File: config.mk
export PLATFORM = sky130hd
export DESIGN_NAME = scl_phase_timer
export DESIGN_NICKNAME = d
export VERILOG_FILES = /design/src/rtl/scl_tm_pkg.sv /design/src/rtl/scl_tm_arbiter.sv /design/src/rtl/scl_tm_select.sv /design/src/rtl/scl_tm_cascade.sv /design/src/rtl/scl_phase_timer.sv
export SDC_FILE = /design/constraint.sdc
export NUM_CORES = 1
export LEC_CHECK = 0
export ABC_AREA = 1
export CORE_MARGIN = 10
export CORE_UTILIZATION = 42
export CTS_BUF_LIST = sky130_fd_sc_hd__clkbuf_2
export DETAILED_ROUTE_END_ITERATION = 8
export GPL_TIMING_DRIVEN = 0
export MAX_ROUTING_LAYER = met4
export PLACE_DENSITY = 0.73
export SETUP_SLACK_MARGIN = 0.1
export SYNTH_ARGS = -nofsm -noshare
export SYNTH_HDL_FRONTEND = slang
export SYNTH_SLANG_ARGS = --single-unit
File: constraint.sdc
create_clock -name clk_i -period 2.75 [get_ports clk_i]
set_clock_uncertainty 0.1 [all_clocks]
set_input_delay 0.275 -clock clk_i [delete_from_list [all_inputs] [get_ports clk_i]]
set_output_delay 0.275 -clock clk_i [all_outputs]
set_load 0.05 [all_outputs]
File: src/rtl/scl_tm_pkg.sv
package scl_tm_pkg;
  localparam int unsigned DIV_W  = 8;
  localparam int unsigned SMP_W  = 3;
  localparam int unsigned STEP_W = 8;
  localparam int unsigned REG_W  = 16;

  typedef enum logic [1:0] {OP_NONE, OP_HIGH, OP_LOW, OP_SETUP} op_e;

  // length in source cycles of one interval from its captured limits
  function automatic int unsigned phase_cycles(int unsigned d, int unsigned s,
                                               int unsigned t);
    return (d + 1) * (s + 1) * (t + 1);
  endfunction
endpackage

File: src/rtl/scl_tm_arbiter.sv
module scl_tm_arbiter
  import scl_tm_pkg::*;
(
  input  logic idle_i,
  input  logic stop_i,
  input  logic req_high_i,
  input  logic req_low_i,
  input  logic req_setup_i,
  output logic accept_o,
  output op_e  op_o
);
  // fixed priority: setup, then low, then high
  always_comb begin
    if (req_setup_i)     op_o = OP_SETUP;
    else if (req_low_i)  op_o = OP_LOW;
    else if (req_high_i) op_o = OP_HIGH;
    else                 op_o = OP_NONE;
  end

  // only an idle block accepts, and stop overrides
  assign accept_o = idle_i && !stop_i && (op_o != OP_NONE);
endmodule

File: src/rtl/scl_tm_select.sv
module scl_tm_select
  import scl_tm_pkg::*;
#(
  parameter int unsigned DIV_BITS  = DIV_W,
  parameter int unsigned SMP_BITS  = SMP_W,
  parameter int unsigned STEP_BITS = STEP_W,
  parameter int unsigned REG_BITS  = REG_W
) (
  input  op_e                  op_i,
  input  logic                 hs_i,
  input  logic [REG_BITS-1:0]  clkdiv_i,
  input  logic [REG_BITS-1:0]  htime_i,
  input  logic [REG_BITS-1:0]  ltime_i,
  input  logic [REG_BITS-1:0]  ext_i,
  input  logic [REG_BITS-1:0]  hsreg_i,
  output logic [DIV_BITS-1:0]  div_o,
  output logic [SMP_BITS-1:0]  smp_o,
  output logic [STEP_BITS-1:0] step_o
);
  // field positions that the register layout fixes
  localparam int unsigned N_SMP_LSB_H = 8;   // normal high sample
  localparam int unsigned N_SMP_LSB_L = 6;   // normal low sample
  localparam int unsigned N_STEP_W    = 6;   // normal step width
  localparam int unsigned HS_SMP_LSB  = 12;  // high-speed sample (both regs)
  localparam int unsigned HS_HSTEP_LSB = 8;  // high-speed high step
  localparam int unsigned HS_LSTEP_LSB = 9;  // high-speed low step
  localparam int unsigned HS_STEP_W   = 3;
  localparam int unsigned SU_N_LSB    = 8;   // normal setup count
  localparam int unsigned SU_HS_W     = 7;   // high-speed setup count [7:1]

  logic unused_bits;
  assign unused_bits = ^{htime_i[REG_BITS-1:11], htime_i[7:6], hsreg_i[15],
                         hsreg_i[11], hsreg_i[7:0], ltime_i[15]};

  always_comb begin
    div_o  = hs_i ? clkdiv_i[2*DIV_BITS-1:DIV_BITS] : clkdiv_i[DIV_BITS-1:0];
    smp_o  = '0;
    step_o = '0;
    unique case (op_i)
      OP_HIGH: begin
        if (hs_i) begin
          smp_o  = hsreg_i[HS_SMP_LSB +: SMP_BITS];
          step_o = STEP_BITS'(hsreg_i[HS_HSTEP_LSB +: HS_STEP_W]);
        end else begin
          smp_o  = htime_i[N_SMP_LSB_H +: SMP_BITS];
          step_o = STEP_BITS'(htime_i[0 +: N_STEP_W]);
        end
      end
      OP_LOW: begin
        if (hs_i) begin
          smp_o  = ltime_i[HS_SMP_LSB +: SMP_BITS];
          step_o = STEP_BITS'(ltime_i[HS_LSTEP_LSB +: HS_STEP_W]);
        end else begin
          smp_o  = ltime_i[N_SMP_LSB_L +: SMP_BITS];
          step_o = STEP_BITS'(ltime_i[0 +: N_STEP_W]);
        end
      end
      OP_SETUP: begin
        // raw divided-clock cycles: sample stage bypassed
        if (!ext_i[0]) begin
          div_o = '0;
        end else if (hs_i) begin
          step_o = STEP_BITS'(ext_i[1 +: SU_HS_W]);
        end else begin
          step_o = STEP_BITS'(ext_i[SU_N_LSB +: 8]);
        end
      end
      default: ;
    endcase
  end
endmodule

File: src/rtl/scl_tm_cascade.sv
module scl_tm_cascade #(
  parameter int unsigned DIV_BITS  = 8,
  parameter int unsigned SMP_BITS  = 3,
  parameter int unsigned STEP_BITS = 8
) (
  input  logic                 clk_i,
  input  logic                 rst_ni,
  input  logic                 clear_i,
  input  logic                 run_i,
  input  logic [DIV_BITS-1:0]  lim_div_i,
  input  logic [SMP_BITS-1:0]  lim_smp_i,
  input  logic [STEP_BITS-1:0] lim_step_i,
  output logic                 div_tick_o,
  output logic                 smp_tick_o,
  output logic                 last_o
);
  logic [DIV_BITS-1:0]  div_q;
  logic [SMP_BITS-1:0]  smp_q;
  logic [STEP_BITS-1:0] step_q;

  assign div_tick_o = run_i && (div_q == lim_div_i);
  assign smp_tick_o = div_tick_o && (smp_q == lim_smp_i);
  assign last_o     = smp_tick_o && (step_q == lim_step_i);

  always_ff @(posedge clk_i) begin
    if (!rst_ni || clear_i || !run_i) begin
      div_q  <= '0;
      smp_q  <= '0;
      step_q <= '0;
    end else begin
      div_q <= div_tick_o ? '0 : div_q + 1'b1;
      if (smp_tick_o)      smp_q <= '0;
      else if (div_tick_o) smp_q <= smp_q + 1'b1;
      if (last_o)          step_q <= '0;
      else if (smp_tick_o) step_q <= step_q + 1'b1;
    end
  end

  // counters never pass their captured limits
  a_r2_counters_bounded: assert property (@(posedge clk_i) disable iff (!rst_ni)
    run_i |-> (div_q <= lim_div_i) && (smp_q <= lim_smp_i) && (step_q <= lim_step_i));
  // a sample tick is always also a divided-clock tick
  a_r2_tick_nesting: assert property (@(posedge clk_i) disable iff (!rst_ni)
    smp_tick_o |-> div_tick_o);
endmodule

File: src/rtl/scl_phase_timer.sv
module scl_phase_timer
  import scl_tm_pkg::*;
#(
  parameter int unsigned DIV_BITS  = DIV_W,
  parameter int unsigned SMP_BITS  = SMP_W,
  parameter int unsigned STEP_BITS = STEP_W,
  parameter int unsigned REG_BITS  = REG_W
) (
  input  logic                clk_i,
  input  logic                rst_ni,
  input  logic [REG_BITS-1:0] clkdiv_reg_i,
  input  logic [REG_BITS-1:0] htime_reg_i,
  input  logic [REG_BITS-1:0] ltime_reg_i,
  input  logic [REG_BITS-1:0] ext_reg_i,
  input  logic [REG_BITS-1:0] hs_reg_i,
  input  logic                hs_mode_i,
  input  logic                req_high_i,
  input  logic                req_low_i,
  input  logic                req_setup_i,
  input  logic                stop_i,
  output logic                scl_high_o,
  output logic                scl_low_o,
  output logic                high_done_o,
  output logic                low_done_o,
  output logic                setup_done_o,
  output logic                busy_o,
  output logic                hs_active_o
);
  localparam int unsigned CNT_BITS = DIV_BITS + SMP_BITS + STEP_BITS + 1;

  // named internal events
  logic                 accept;
  op_e                  req_op;
  logic [DIV_BITS-1:0]  sel_div;
  logic [SMP_BITS-1:0]  sel_smp;
  logic [STEP_BITS-1:0] sel_step;
  logic                 div_tick, smp_tick, last;
  logic                 any_done;

  logic                 busy_q, hs_q, phase_hi_q, phase_lo_q;
  logic                 hdone_q, ldone_q, sdone_q;
  op_e                  op_q;
  logic [DIV_BITS-1:0]  lim_div_q;
  logic [SMP_BITS-1:0]  lim_smp_q;
  logic [STEP_BITS-1:0] lim_step_q;
  logic [CNT_BITS-1:0]  run_cnt_q;

  scl_tm_arbiter u_arb (
    .idle_i      (!busy_q),
    .stop_i      (stop_i),
    .req_high_i  (req_high_i),
    .req_low_i   (req_low_i),
    .req_setup_i (req_setup_i),
    .accept_o    (accept),
    .op_o        (req_op)
  );

  scl_tm_select #(
    .DIV_BITS (DIV_BITS), .SMP_BITS (SMP_BITS),
    .STEP_BITS(STEP_BITS), .REG_BITS (REG_BITS)
  ) u_sel (
    .op_i     (req_op),
    .hs_i     (hs_mode_i),
    .clkdiv_i (clkdiv_reg_i),
    .htime_i  (htime_reg_i),
    .ltime_i  (ltime_reg_i),
    .ext_i    (ext_reg_i),
    .hsreg_i  (hs_reg_i),
    .div_o    (sel_div),
    .smp_o    (sel_smp),
    .step_o   (sel_step)
  );

  scl_tm_cascade #(
    .DIV_BITS (DIV_BITS), .SMP_BITS (SMP_BITS), .STEP_BITS(STEP_BITS)
  ) u_cas (
    .clk_i      (clk_i),
    .rst_ni     (rst_ni),
    .clear_i    (accept),
    .run_i      (busy_q),
    .lim_div_i  (lim_div_q),
    .lim_smp_i  (lim_smp_q),
    .lim_step_i (lim_step_q),
    .div_tick_o (div_tick),
    .smp_tick_o (smp_tick),
    .last_o     (last)
  );

  always_ff @(posedge clk_i) begin
    if (!rst_ni) begin
      busy_q     <= 1'b0;
      hs_q       <= 1'b0;
      phase_hi_q <= 1'b0;
      phase_lo_q <= 1'b0;
      hdone_q    <= 1'b0;
      ldone_q    <= 1'b0;
      sdone_q    <= 1'b0;
      op_q       <= OP_NONE;
      lim_div_q  <= '0;
      lim_smp_q  <= '0;
      lim_step_q <= '0;
    end else begin
      hdone_q <= 1'b0;
      ldone_q <= 1'b0;
      sdone_q <= 1'b0;
      if (stop_i) begin
        busy_q     <= 1'b0;
        phase_hi_q <= 1'b0;
        phase_lo_q <= 1'b0;
      end else if (accept) begin
        busy_q     <= 1'b1;
        op_q       <= req_op;
        hs_q       <= hs_mode_i;
        lim_div_q  <= sel_div;
        lim_smp_q  <= sel_smp;
        lim_step_q <= sel_step;
        phase_hi_q <= (req_op == OP_HIGH);
        phase_lo_q <= (req_op == OP_LOW);
      end else if (busy_q && last) begin
        busy_q  <= 1'b0;
        hdone_q <= (op_q == OP_HIGH);
        ldone_q <= (op_q == OP_LOW);
        sdone_q <= (op_q == OP_SETUP);
      end
    end
  end

  // cycles spent in the current interval, for the latency check
  always_ff @(posedge clk_i) begin
    if (!rst_ni || accept) run_cnt_q <= '0;
    else if (busy_q)       run_cnt_q <= run_cnt_q + 1'b1;
  end

  assign scl_high_o   = phase_hi_q;
  assign scl_low_o    = phase_lo_q;
  assign high_done_o  = hdone_q;
  assign low_done_o   = ldone_q;
  assign setup_done_o = sdone_q;
  assign busy_o       = busy_q;
  assign hs_active_o  = hs_q;
  assign any_done     = hdone_q || ldone_q || sdone_q;

  // interval length equals the product of captured limits
  a_r2_latency: assert property (@(posedge clk_i) disable iff (!rst_ni)
    any_done |-> run_cnt_q == CNT_BITS'(phase_cycles(32'(lim_div_q),
                                         32'(lim_smp_q), 32'(lim_step_q))));
  a_r6_done_single: assert property (@(posedge clk_i) disable iff (!rst_ni)
    any_done |=> !any_done);
  a_r6_done_onehot: assert property (@(posedge clk_i) disable iff (!rst_ni)
    $onehot0({hdone_q, ldone_q, sdone_q}));
  a_r6_phase_exclusive: assert property (@(posedge clk_i) disable iff (!rst_ni)
    !(scl_high_o && scl_low_o));
  a_r7_phase_hold: assert property (@(posedge clk_i) disable iff (!rst_ni)
    busy_q && !stop_i |=> $stable(scl_high_o) && $stable(scl_low_o));
  a_r8_mode_hold: assert property (@(posedge clk_i) disable iff (!rst_ni)
    !accept |=> $stable(hs_active_o));
  a_r9_stop_clears: assert property (@(posedge clk_i) disable iff (!rst_ni)
    stop_i |=> !busy_o && !scl_high_o && !scl_low_o && !any_done);
  a_r11_limits_hold: assert property (@(posedge clk_i) disable iff (!rst_ni)
    busy_q && !stop_i |=> $stable(lim_div_q) && $stable(lim_smp_q) &&
                          $stable(lim_step_q));
endmodule

== Word level (Yosys, flattened, before mapping) ==
Index checks and enable logic that the tools add are counted.

* Register bits: 47
* Input port bits: 87
* Output and inout bits: 7

* Add/sub/neg operators: 3
* Eq/ne operators: 9
* Muxes and demuxes: 16
* Bitwise operators: 3
* Reduce and logical (&&, ||, !) cells: 19

{| class="wikitable"
|+ Operator list
! operator !! number
|-
| two-way mux 8 bit || 5
|-
| case mux 8 bit (3 select lines) || 1
|-
| adder 8 x 1 -> 8 bit (second input constant) || 2
|-
| equality test 8 bit || 2
|-
| two-way mux 6 bit || 2
|-
| equality test 2 bit (second input constant) || 4
|-
| OR reduction 2 bit || 4
|-
| logical AND 1 bit || 6
|-
| two-way mux 3 bit || 2
|-
| case mux 3 bit (2 select lines) || 1
|-
| equality test 2 x 1 -> 1 bit (second input constant) || 2
|-
| two-way mux 2 bit || 2
|-
| nonzero test 2 bit || 2
|-
| OR reduction 4 bit || 1
|-
| adder 3 x 1 -> 3 bit (second input constant) || 1
|-
| equality test 3 bit || 1
|-
| logical NOT 1 bit || 3
|-
| two-way mux 1 bit || 3
|-
| inverter 1 bit || 3
|-
| logical OR 1 bit || 2
|-
| AND reduction 2 bit || 1
|}

== Longest topological paths before layout ==
Gate-level depths: netlist of the first run.

* Word-level depth: 8
* Mapped depth: 10
* Mapped depth without buffers: 10

== Modules after synthesis ==
From an unflattened synthesis of the first run, not the netlist that was laid out.

* Cell total of the unflattened synthesis: 564
* Area total of the unflattened synthesis: 3,249.4 um^2

{| class="wikitable"
|+ Modules (own cells, without submodules)
! module !! instances !! cells an instance !! area an instance (um^2) !! sequential area each (um^2)
|-
| scl_tm_cascade || 1 || 238 || 1,366.3 || 380.4
|-
| scl_phase_timer || 1 || 175 || 1,191.1 || 560.5
|-
| scl_tm_select || 1 || 144 || 654.4 || 0.0
|-
| scl_tm_arbiter || 1 || 7 || 37.5 || 0.0
|}

== Worst setup path after synthesis of the first run ==
Ideal clock, no wire load.

* Kind: input-to-reg
* From: input req_low_i
* To: register lim_step_q[3]
* Setup time: 122 ps
* Arrival time: 1,406 ps
* Data required time: 2,528 ps
* Path slack: 1,123 ps
* Stages on the path: 10
* Buffers on the path: 0
* Cell sequence: inv_1 -> a21oi_1 -> inv_1 -> ha_1 -> nand2_1 -> inv_1 -> o21ai_0 -> nor2_1 -> o21ai_0 -> a21oi_1

* Cells in the longest elaborated chain, start to end: 5
* Elaborated cells between the ends (all ways): 9
* Those cells by class: eq/ne (3); mux (3); reduce/logical (3)

{| class="wikitable"
|+ RTL lines
! what !! RTL line !! source
|-
| start: declaration || scl_phase_timer.sv:18 || <nowiki>input logic req_low_i,</nowiki>
|-
| two-way mux 2 bit * || scl_tm_arbiter.sv:15 || <nowiki>else if (req_low_i) op_o = OP_LOW;</nowiki>
|-
| two-way mux 2 bit * || scl_tm_arbiter.sv:14 || <nowiki>if (req_setup_i) op_o = OP_SETUP;</nowiki>
|-
| net req_op[0] || scl_phase_timer.sv:33 || <nowiki>op_e req_op;</nowiki>
|-
| branches (longest 3 deep; another with case mux 8 bit (3 select lines)) || n/a ||
|-
| end signal: assignment || scl_phase_timer.sv:116 || <nowiki>lim_step_q <= sel_step;</nowiki>
|-
| end: declaration || scl_phase_timer.sv:45 || <nowiki>logic [STEP_BITS-1:0] lim_step_q;</nowiki>
|}

Mark *: on every way through the listed nets, which the timed path passes.
A chain may end at the register's enable or synchronous reset.

== Worst setup path in the final report of the first run ==
* From: register busy_q, in the netlist busy_o
* To: output busy_o

{| class="wikitable"
|+ RTL lines
! what !! RTL line !! source
|-
| start: declaration || scl_phase_timer.sv:40 || <nowiki>logic busy_q, hs_q, phase_hi_q, phase_lo_q;</nowiki>
|-
| start signal: assignment || scl_phase_timer.sv:91 || <nowiki>busy_q <= 1'b0;</nowiki>
|-
| start signal: assignment || scl_phase_timer.sv:107 || <nowiki>busy_q <= 1'b0;</nowiki>
|-
| start signal: assignment || scl_phase_timer.sv:111 || <nowiki>busy_q <= 1'b1;</nowiki>
|-
| end: declaration || scl_phase_timer.sv:26 || <nowiki>output logic busy_o,</nowiki>
|}

No word-level cell between the ends.

==> results of run 1 <==
## stage by stage
| step | util, % | hold slack, ns | total power, W | setup slack [ns] | instances |
|---|---|---|---|---|---|
| floorplan | - | 0.3080 | 0.0009236 | 1.123 | 443 |
| global placement | 55.29 | 0.3639 | 0.001069 | 0.3273 | 598 |
| detailed placement | 55.29 | 0.3545 | 0.001075 | 0.2407 | 598 |
| CTS | 55.96 | 0.3250 | 0.001359 | 0.6043 | 606 |
| global route | 55.96 | 0.3124 | 0.001422 | 0.5405 | 606 |
| finish | 55.96 | 0.3478 | 0.001353 | 0.6289 | 606 |
## metal layers
layer  GRT usage [%]  share of wire, %
met1           19.32                47
met2           23.95                47
met3           2.949               4.7
met4           4.447               1.6
met5               -                 0
## cells in the final DEF (no fill, tap or decap), types with 9 or more instances in the layout
| cell type | synthesis | layout |
|---|---|---|
| dfxtp_1 | 47 | 47 |
| clkdlybuf4s50_1 | 0 | 75 |
| inv_1 | 37 | 37 |
| o21ai_0 | 24 | 24 |
| nand4_1 | 10 | 10 |
| a21oi_1 | 38 | 38 |
| inv_2 | 9 | 9 |
| nand2_1 | 143 | 143 |
| nor2_1 | 54 | 54 |
| xor2_1 | 10 | 10 |
## worst max path at each step
stage                     to  depth (start not counted)       from  slack, ns
6_report              busy_o                          1     busy_o       0.63
5_1_grt               busy_o                          1     busy_o       0.54
4_1_cts               busy_o                          1     busy_o       0.60
3_5_place_dp   lim_step_q[3]                         11  req_low_i       0.24
3_3_place_gp    lim_div_q[5]                          9  req_low_i       0.33
2_1_floorplan  lim_step_q[3]                         10  req_low_i       1.12
## kinds of logic (layout without fill, tap and decap cells)
logic type | after synthesis | count (layout) | synth area share [%]
AOI/OAI and AO/OA | 72 | 72 | 13.50
xor gates and xnor gates | 13 | 13 | 4.238
adders and majority gates | 8 | 8 | 3.495
buffers and inverters | 61 | 144 | 8.344
DFF | 47 | 47 | 32.85
and+or+nand+nor | 242 | 242 | 37.57
## sequential cells by signal (all words and copies together), names as in the netlist, 2 cells and up
signal,flops
lim_smp_q,3
u_cas.step_q,8
op_q,2
lim_step_q,8
u_cas.div_q,8
u_cas.smp_q,3
lim_div_q,8
## power groups by stage
stage                     Combinational [W]  Clock [W]  Sequential, W
after floorplan                    0.000183          0       0.000741
after global placement             0.000335          0       0.000734
after detailed placement           0.000341          0       0.000735
after CTS                          0.000342   0.000295       0.000722
after global routing               0.000375   0.000321       0.000726
final                              0.000340   0.000290       0.000723
## cells in the mapped netlist
master | instances | area, um^2
o221ai_1 | 3 | 26.28
nor2_1 | 54 | 202.7
nor2_8 | 1 | 20.02
o21ai_0 | 24 | 120.1
xor2_1 | 10 | 87.58
clkbuf_1 | 5 | 18.77
nor3b_2 | 2 | 25.02
a21oi_1 | 38 | 190.2
nand3_1 | 8 | 40.04
xnor2_1 | 2 | 17.52
ha_1 | 8 | 100.1
o22ai_1 | 3 | 18.77
inv_2 | 9 | 33.78
nand4_1 | 10 | 62.56
xnor2_2 | 1 | 16.27
nor2_4 | 1 | 11.26
inv_1 | 37 | 138.9
and2_1 | 1 | 6.260
nor2_2 | 4 | 25.02
nand2_2 | 8 | 50.05
nand3_4 | 1 | 17.52
buf_2 | 8 | 40.04
nand3_2 | 3 | 30.03
a211oi_1 | 3 | 22.52
nand2_1 | 143 | 536.8
clkinv_1 | 2 | 7.510
dfxtp_1 | 47 | 940.9
nor3_2 | 1 | 10.01
or2_2 | 1 | 6.260
nand2_4 | 2 | 22.52
nor3_1 | 2 | 10.01
a21oi_2 | 1 | 8.760
## final cells by class
cell class	count	area, um^2
fill	664	2959
multi-input combinational	335	1684
sequential	47	940.9
timing repair buffer	75	750.7
inverter	48	180.2
tap	80	100.1
buffer	13	58.81
clock buffer	5	25.02
clock inverter	3	20.02
==> flow_metrics.env, run 1 <==
export IMPL_outcome="complete, no violations"
export IMPL_cts_tree="built"
export IMPL_powerDensity_nw_per_um2=359.8
export IMPL_area_growth_syn_to_layout_pct=31.28
export IMPL_ios=94
export IMPL_avgSynthCellArea_um2=6.465
export IMPL_clkSinkCount=47
export IMPL_ctsResizeCount=0
export IMPL_setup_worst_path_class="reg2out"
export IMPL_hold_class="in2reg"
export IMPL_gp_congestion=0.8561
export IMPL_crit_arrival_ns=1.75
export IMPL_setup_viol=0
export IMPL_ir_worst_vdd_v=0.0001844
export IMPL_regToRegSetupSlack_ns=1.14
export IMPL_rsz0062_at_grt="false"
export IMPL_switchingPower_w=0.0004257
export IMPL_grtUsageTotal_pct=15.20
export IMPL_grt_pass1_vias=2787
export IMPL_clock_path_buffers=2
export IMPL_start_util_pct=42.63
export IMPL_ff2ff_path_depth=9
export IMPL_cts_max_level=2
export IMPL_cp_max_fo=5
export IMPL_core_area_um2=6719
export IMPL_switching_share_pct=31.47
export IMPL_worstHoldStart="clkdiv_reg_i[12]"
export IMPL_whs_endpoint="lim_div_q[4]"
export IMPL_drc_errors=0
export IMPL_diodes=0
export IMPL_place_detailed_hpwl_um=6342
export IMPL_routed_via_density=4.942
export IMPL_critical_path_startpoint_type="register"
export IMPL_reg2reg_to="u_cas.step_q[5]"
export IMPL_die_x_um=102.6
export IMPL_firstDrtPassIters=5
export IMPL_drive_gt1_share_pct=9.696
export IMPL_p_seq_share_pct=53.4
export IMPL_final_antenna_net_count=0
export IMPL_die_area_um2=10520
export IMPL_worstReg2RegStart="u_cas.div_q[0]"
export IMPL_root_buffer="clkbuf_2"
export IMPL_grt_pass1_wl_um=12590
export IMPL_worst_path_largest_cell_delay_ns=0.85
export IMPL_clk_latency_ns=0.44
export IMPL_p_leak_nw=1.539
export IMPL_setup_tns_final_ns=0
export IMPL_period_needed_ns=2.121
export IMPL_grt_ovfl_total=0
export IMPL_nets=620
export IMPL_slew_viol_final=0
export IMPL_place_area_um2=3715
export IMPL_synth_cell_types=32
export IMPL_cts_clk_slew_worst_paths_ns=0.26
export IMPL_netlist_area_um2=2864
export IMPL_ctsHoldBuffers=0
export IMPL_numCtsBuffers=5
export IMPL_p_clk_share_pct=21.4
export IMPL_max_slew_worst_pin_slew_ns=0.5134
export IMPL_crit_path_end_kind="primary output"
export IMPL_first_iter_violations=94
export IMPL_yosysSeqAreaShare_pct=32.85
export IMPL_p_comb_share_pct=25.1
export IMPL_post_cts_setup_buffers=0
export IMPL_p_int_w=0.0009269
export IMPL_grt_max_degree=16
export IMPL_cpMaxStageDelayCell="clkdlybuf4s50_1"
export IMPL_path_cells="clkdlybuf4s50_1"
export IMPL_yosysWarnings=0
export IMPL_netlist_instances=443
export IMPL_fp_dieH_um=102.6
export IMPL_vias=2995
export IMPL_wire_per_inst_um=12.88
export IMPL_port_buffers=75
export IMPL_antenna_found_initial=0
export IMPL_rows=30
export IMPL_hold_viol=0
export IMPL_synth_seq_cells=47
export IMPL_cp_top_family="buffers and inverters"
export IMPL_design_area_um2=3760
export IMPL_slew_headroom_pct=65.67
export IMPL_drv_cap=0
export IMPL_fmax_ghz=0.4715
export IMPL_crit_buf_inv=1
export IMPL_fin_crit_sh_pct=77.13
export IMPL_drt_wl_total_um=7803
export IMPL_min_path_cells=5
export IMPL_required_ns=2.38
export IMPL_synth_fp_nets=538
Note: power is estimated with default switching activity, not from simulation.
==> run 2, diff against run 1 <==
==> constraint.sdc (replaced) <==
create_clock -name clk_i -period 2 [get_ports clk_i]
set_clock_uncertainty 0.1 [all_clocks]
set_input_delay 0.2 -clock clk_i [delete_from_list [all_inputs] [get_ports clk_i]]
set_output_delay 0.2 -clock clk_i [all_outputs]
set_load 0.05 [all_outputs]
==> run 2 against run 1 <==
Critical path depth up 10. Sequential cell count unchanged. Cell area up 0.17%. Sequential share of layout area about the same. Register-to-register slack worse by 0.74 ns. Via count up 0.23%. Die area unchanged. Routed wire length down 0.12%. Combinational power up 38%. Cell count unchanged. Critical endpoint is now lim_step_q[3].
==> flow_metrics.env, run 2 (synthesis gave the netlist of run 1 again) <==
export IMPL_p_leak_nw=1.574
export IMPL_slew_viol_final=0
export IMPL_dpl_worst_slack_ns=-0.4343
export IMPL_grt_pass1_vias=2789
export IMPL_powerDensity_nw_per_um2=493.6
export IMPL_place_detailed_hpwl_um=6342
export IMPL_setup_worst_path_class="in2reg"
export IMPL_cts_clk_slew_worst_paths_ns=0.26
export IMPL_antenna_found_initial=0
export IMPL_ir_worst_vdd_v=0.0002596
export IMPL_total_power_w=0.001859
export IMPL_p_comb_share_pct=25.2
export IMPL_grt_pass1_wl_um=12590
export IMPL_clkSinkCount=47
export IMPL_fin_crit_sh_pct=89.52
export IMPL_p_int_w=0.001273
export IMPL_final_antenna_net_count=0
export IMPL_ctsHoldBuffers=0
export IMPL_grtUsageTotal_pct=15.20
export IMPL_slew_headroom_pct=66.14
export IMPL_nets=620
export IMPL_final_cell_mix="nand2_1, clkdlybuf4s50_1, nor2_1"
export IMPL_rsz0062_at_grt="false"
export IMPL_cp_max_fo=5
export IMPL_drc_errors=0
export IMPL_routed_via_density=4.954
export IMPL_p_clk_share_pct=21.4
export IMPL_diodes=0
export IMPL_critical_path_startpoint_type="primary input"
export IMPL_crit_path_end_kind="register"
export IMPL_utilization_pct=56.05
export IMPL_setup_viol=0
export IMPL_grt_ovfl_total=0
export IMPL_max_slew_worst_pin_slew_ns=0.5079
export IMPL_period_needed_ns=1.790
export IMPL_layout_commonest_cell="nand2_1"
export IMPL_fp_dieH_um=102.6
export IMPL_required_ns=2.23
export IMPL_ff2ff_path_depth=9
export IMPL_area_growth_syn_to_layout_pct=31.50
export IMPL_vias=3002
export IMPL_drive_gt1_share_pct=10.27
export IMPL_outcome="complete, no violations"
export IMPL_port_buffers=75
export IMPL_cts_max_level=2
export IMPL_min_path_cells=5
export IMPL_rows=30
export IMPL_layout_setup_ws_ns=0.2095
export IMPL_p_seq_share_pct=53.4
export IMPL_fmax_ghz=0.5585
export IMPL_post_cts_setup_buffers=0
export IMPL_grt_max_degree=16
export IMPL_switchingPower_w=0.0005860
export IMPL_crit_arrival_ns=2.02
export IMPL_hold_class="in2reg"
export IMPL_firstDrtPassIters=5
export IMPL_ios=94
export IMPL_numCtsBuffers=5
export IMPL_nFillCells=667
export IMPL_cts_tree="built"
export IMPL_hold_viol=0
export IMPL_die_area_um2=10520
export IMPL_gp_congestion=0.8561
export IMPL_clock_path_buffers=2
export IMPL_drt_wl_total_um=7794
export IMPL_drv_cap=0
export IMPL_switching_share_pct=31.52
export IMPL_first_iter_violations=88
export IMPL_core_area_um2=6719
export IMPL_start_util_pct=42.63
export IMPL_clk_latency_ns=0.44
export IMPL_root_buffer="clkbuf_2"
export IMPL_wire_per_inst_um=12.86
export IMPL_die_x_um=102.6
[run 2: cell count changes in the layout (fill, tap and decap cells not counted), sizes merged]
| cell | delta |
|---|---|
| clkdlybuf4s50 | -7 |
| dlygate4sd2 | +7 |
[run 2: worst max-delay path: stages]
cell	delay (ns)
clkdlybuf4s50_1	0.50
inv_1	0.08
a21oi_4	0.20
inv_1	0.10
ha_1	0.23
nand2_1	0.20
inv_1	0.12
o21ai_0	0.09
nor2_1	0.05
o21ai_0	0.16
a21oi_1	0.08
[run 2: final timing paths]
check / startpoint / end / slack (ns)
hold / removal: clkdiv_reg_i[12] / lim_div_q[4] / 0.27
setup reg to reg: u_cas.div_q[0] / u_cas.step_q[5] / 0.40
hold reg to reg: op_q[0] / low_done_o / 0.36
setup / recovery: req_low_i / lim_step_q[3] / 0.21
[run 2: area by class of cell]
class	instances	area, um^2	share of cell area [%]
Tap cell	80	100.1	2.658
Buffer	13	60.06	1.595
Multi-Input combinational cell	335	1698	45.08
Inverter	48	180.2	4.784
Sequential cell	47	940.9	24.98
Clock inverter	3	20.02	0.5316
Clock buffer	5	25.02	0.6645
Timing Repair Buffer	75	742.0	19.70
[run 2: power by group through the flow]
stage          sequential (W)  combinational (W)  clock [W]
2_1_floorplan         0.00102           0.000252          0
3_3_place_gp          0.00101           0.000461          0
3_5_place_dp          0.00101           0.000469          0
4_1_cts              0.000993           0.000468   0.000406
5_1_grt              0.000999           0.000516   0.000442
6_report             0.000993           0.000468   0.000397
[run 2: stage by stage]
step	hold slack, ns	setup TNS, ns	instances	instance area, um^2
floorplan	0.2384	0	443	2864
global placement	0.3639	-6.800	598	3715
detailed placement	0.3545	-7.988	598	3715
CTS	0.2500	0	606	3755
global route	0.2374	0	606	3766
finish	0.2740	0	606	3766
[run 2: layer usage]
layer	wire length [um]	vias up	global-route usage, %
li1	-	1566	-
met1	3768	1362	19.32
met2	3643	65	23.95
met3	240	9	2.949
met4	141	0	4.447
met5	0	-	-
[run 2: repair_timing]
item | in CTS | in global routing
pin swaps | 0 | 0
setup endpoints to repair | 11 | 5
gates resized for setup | 8 | 4
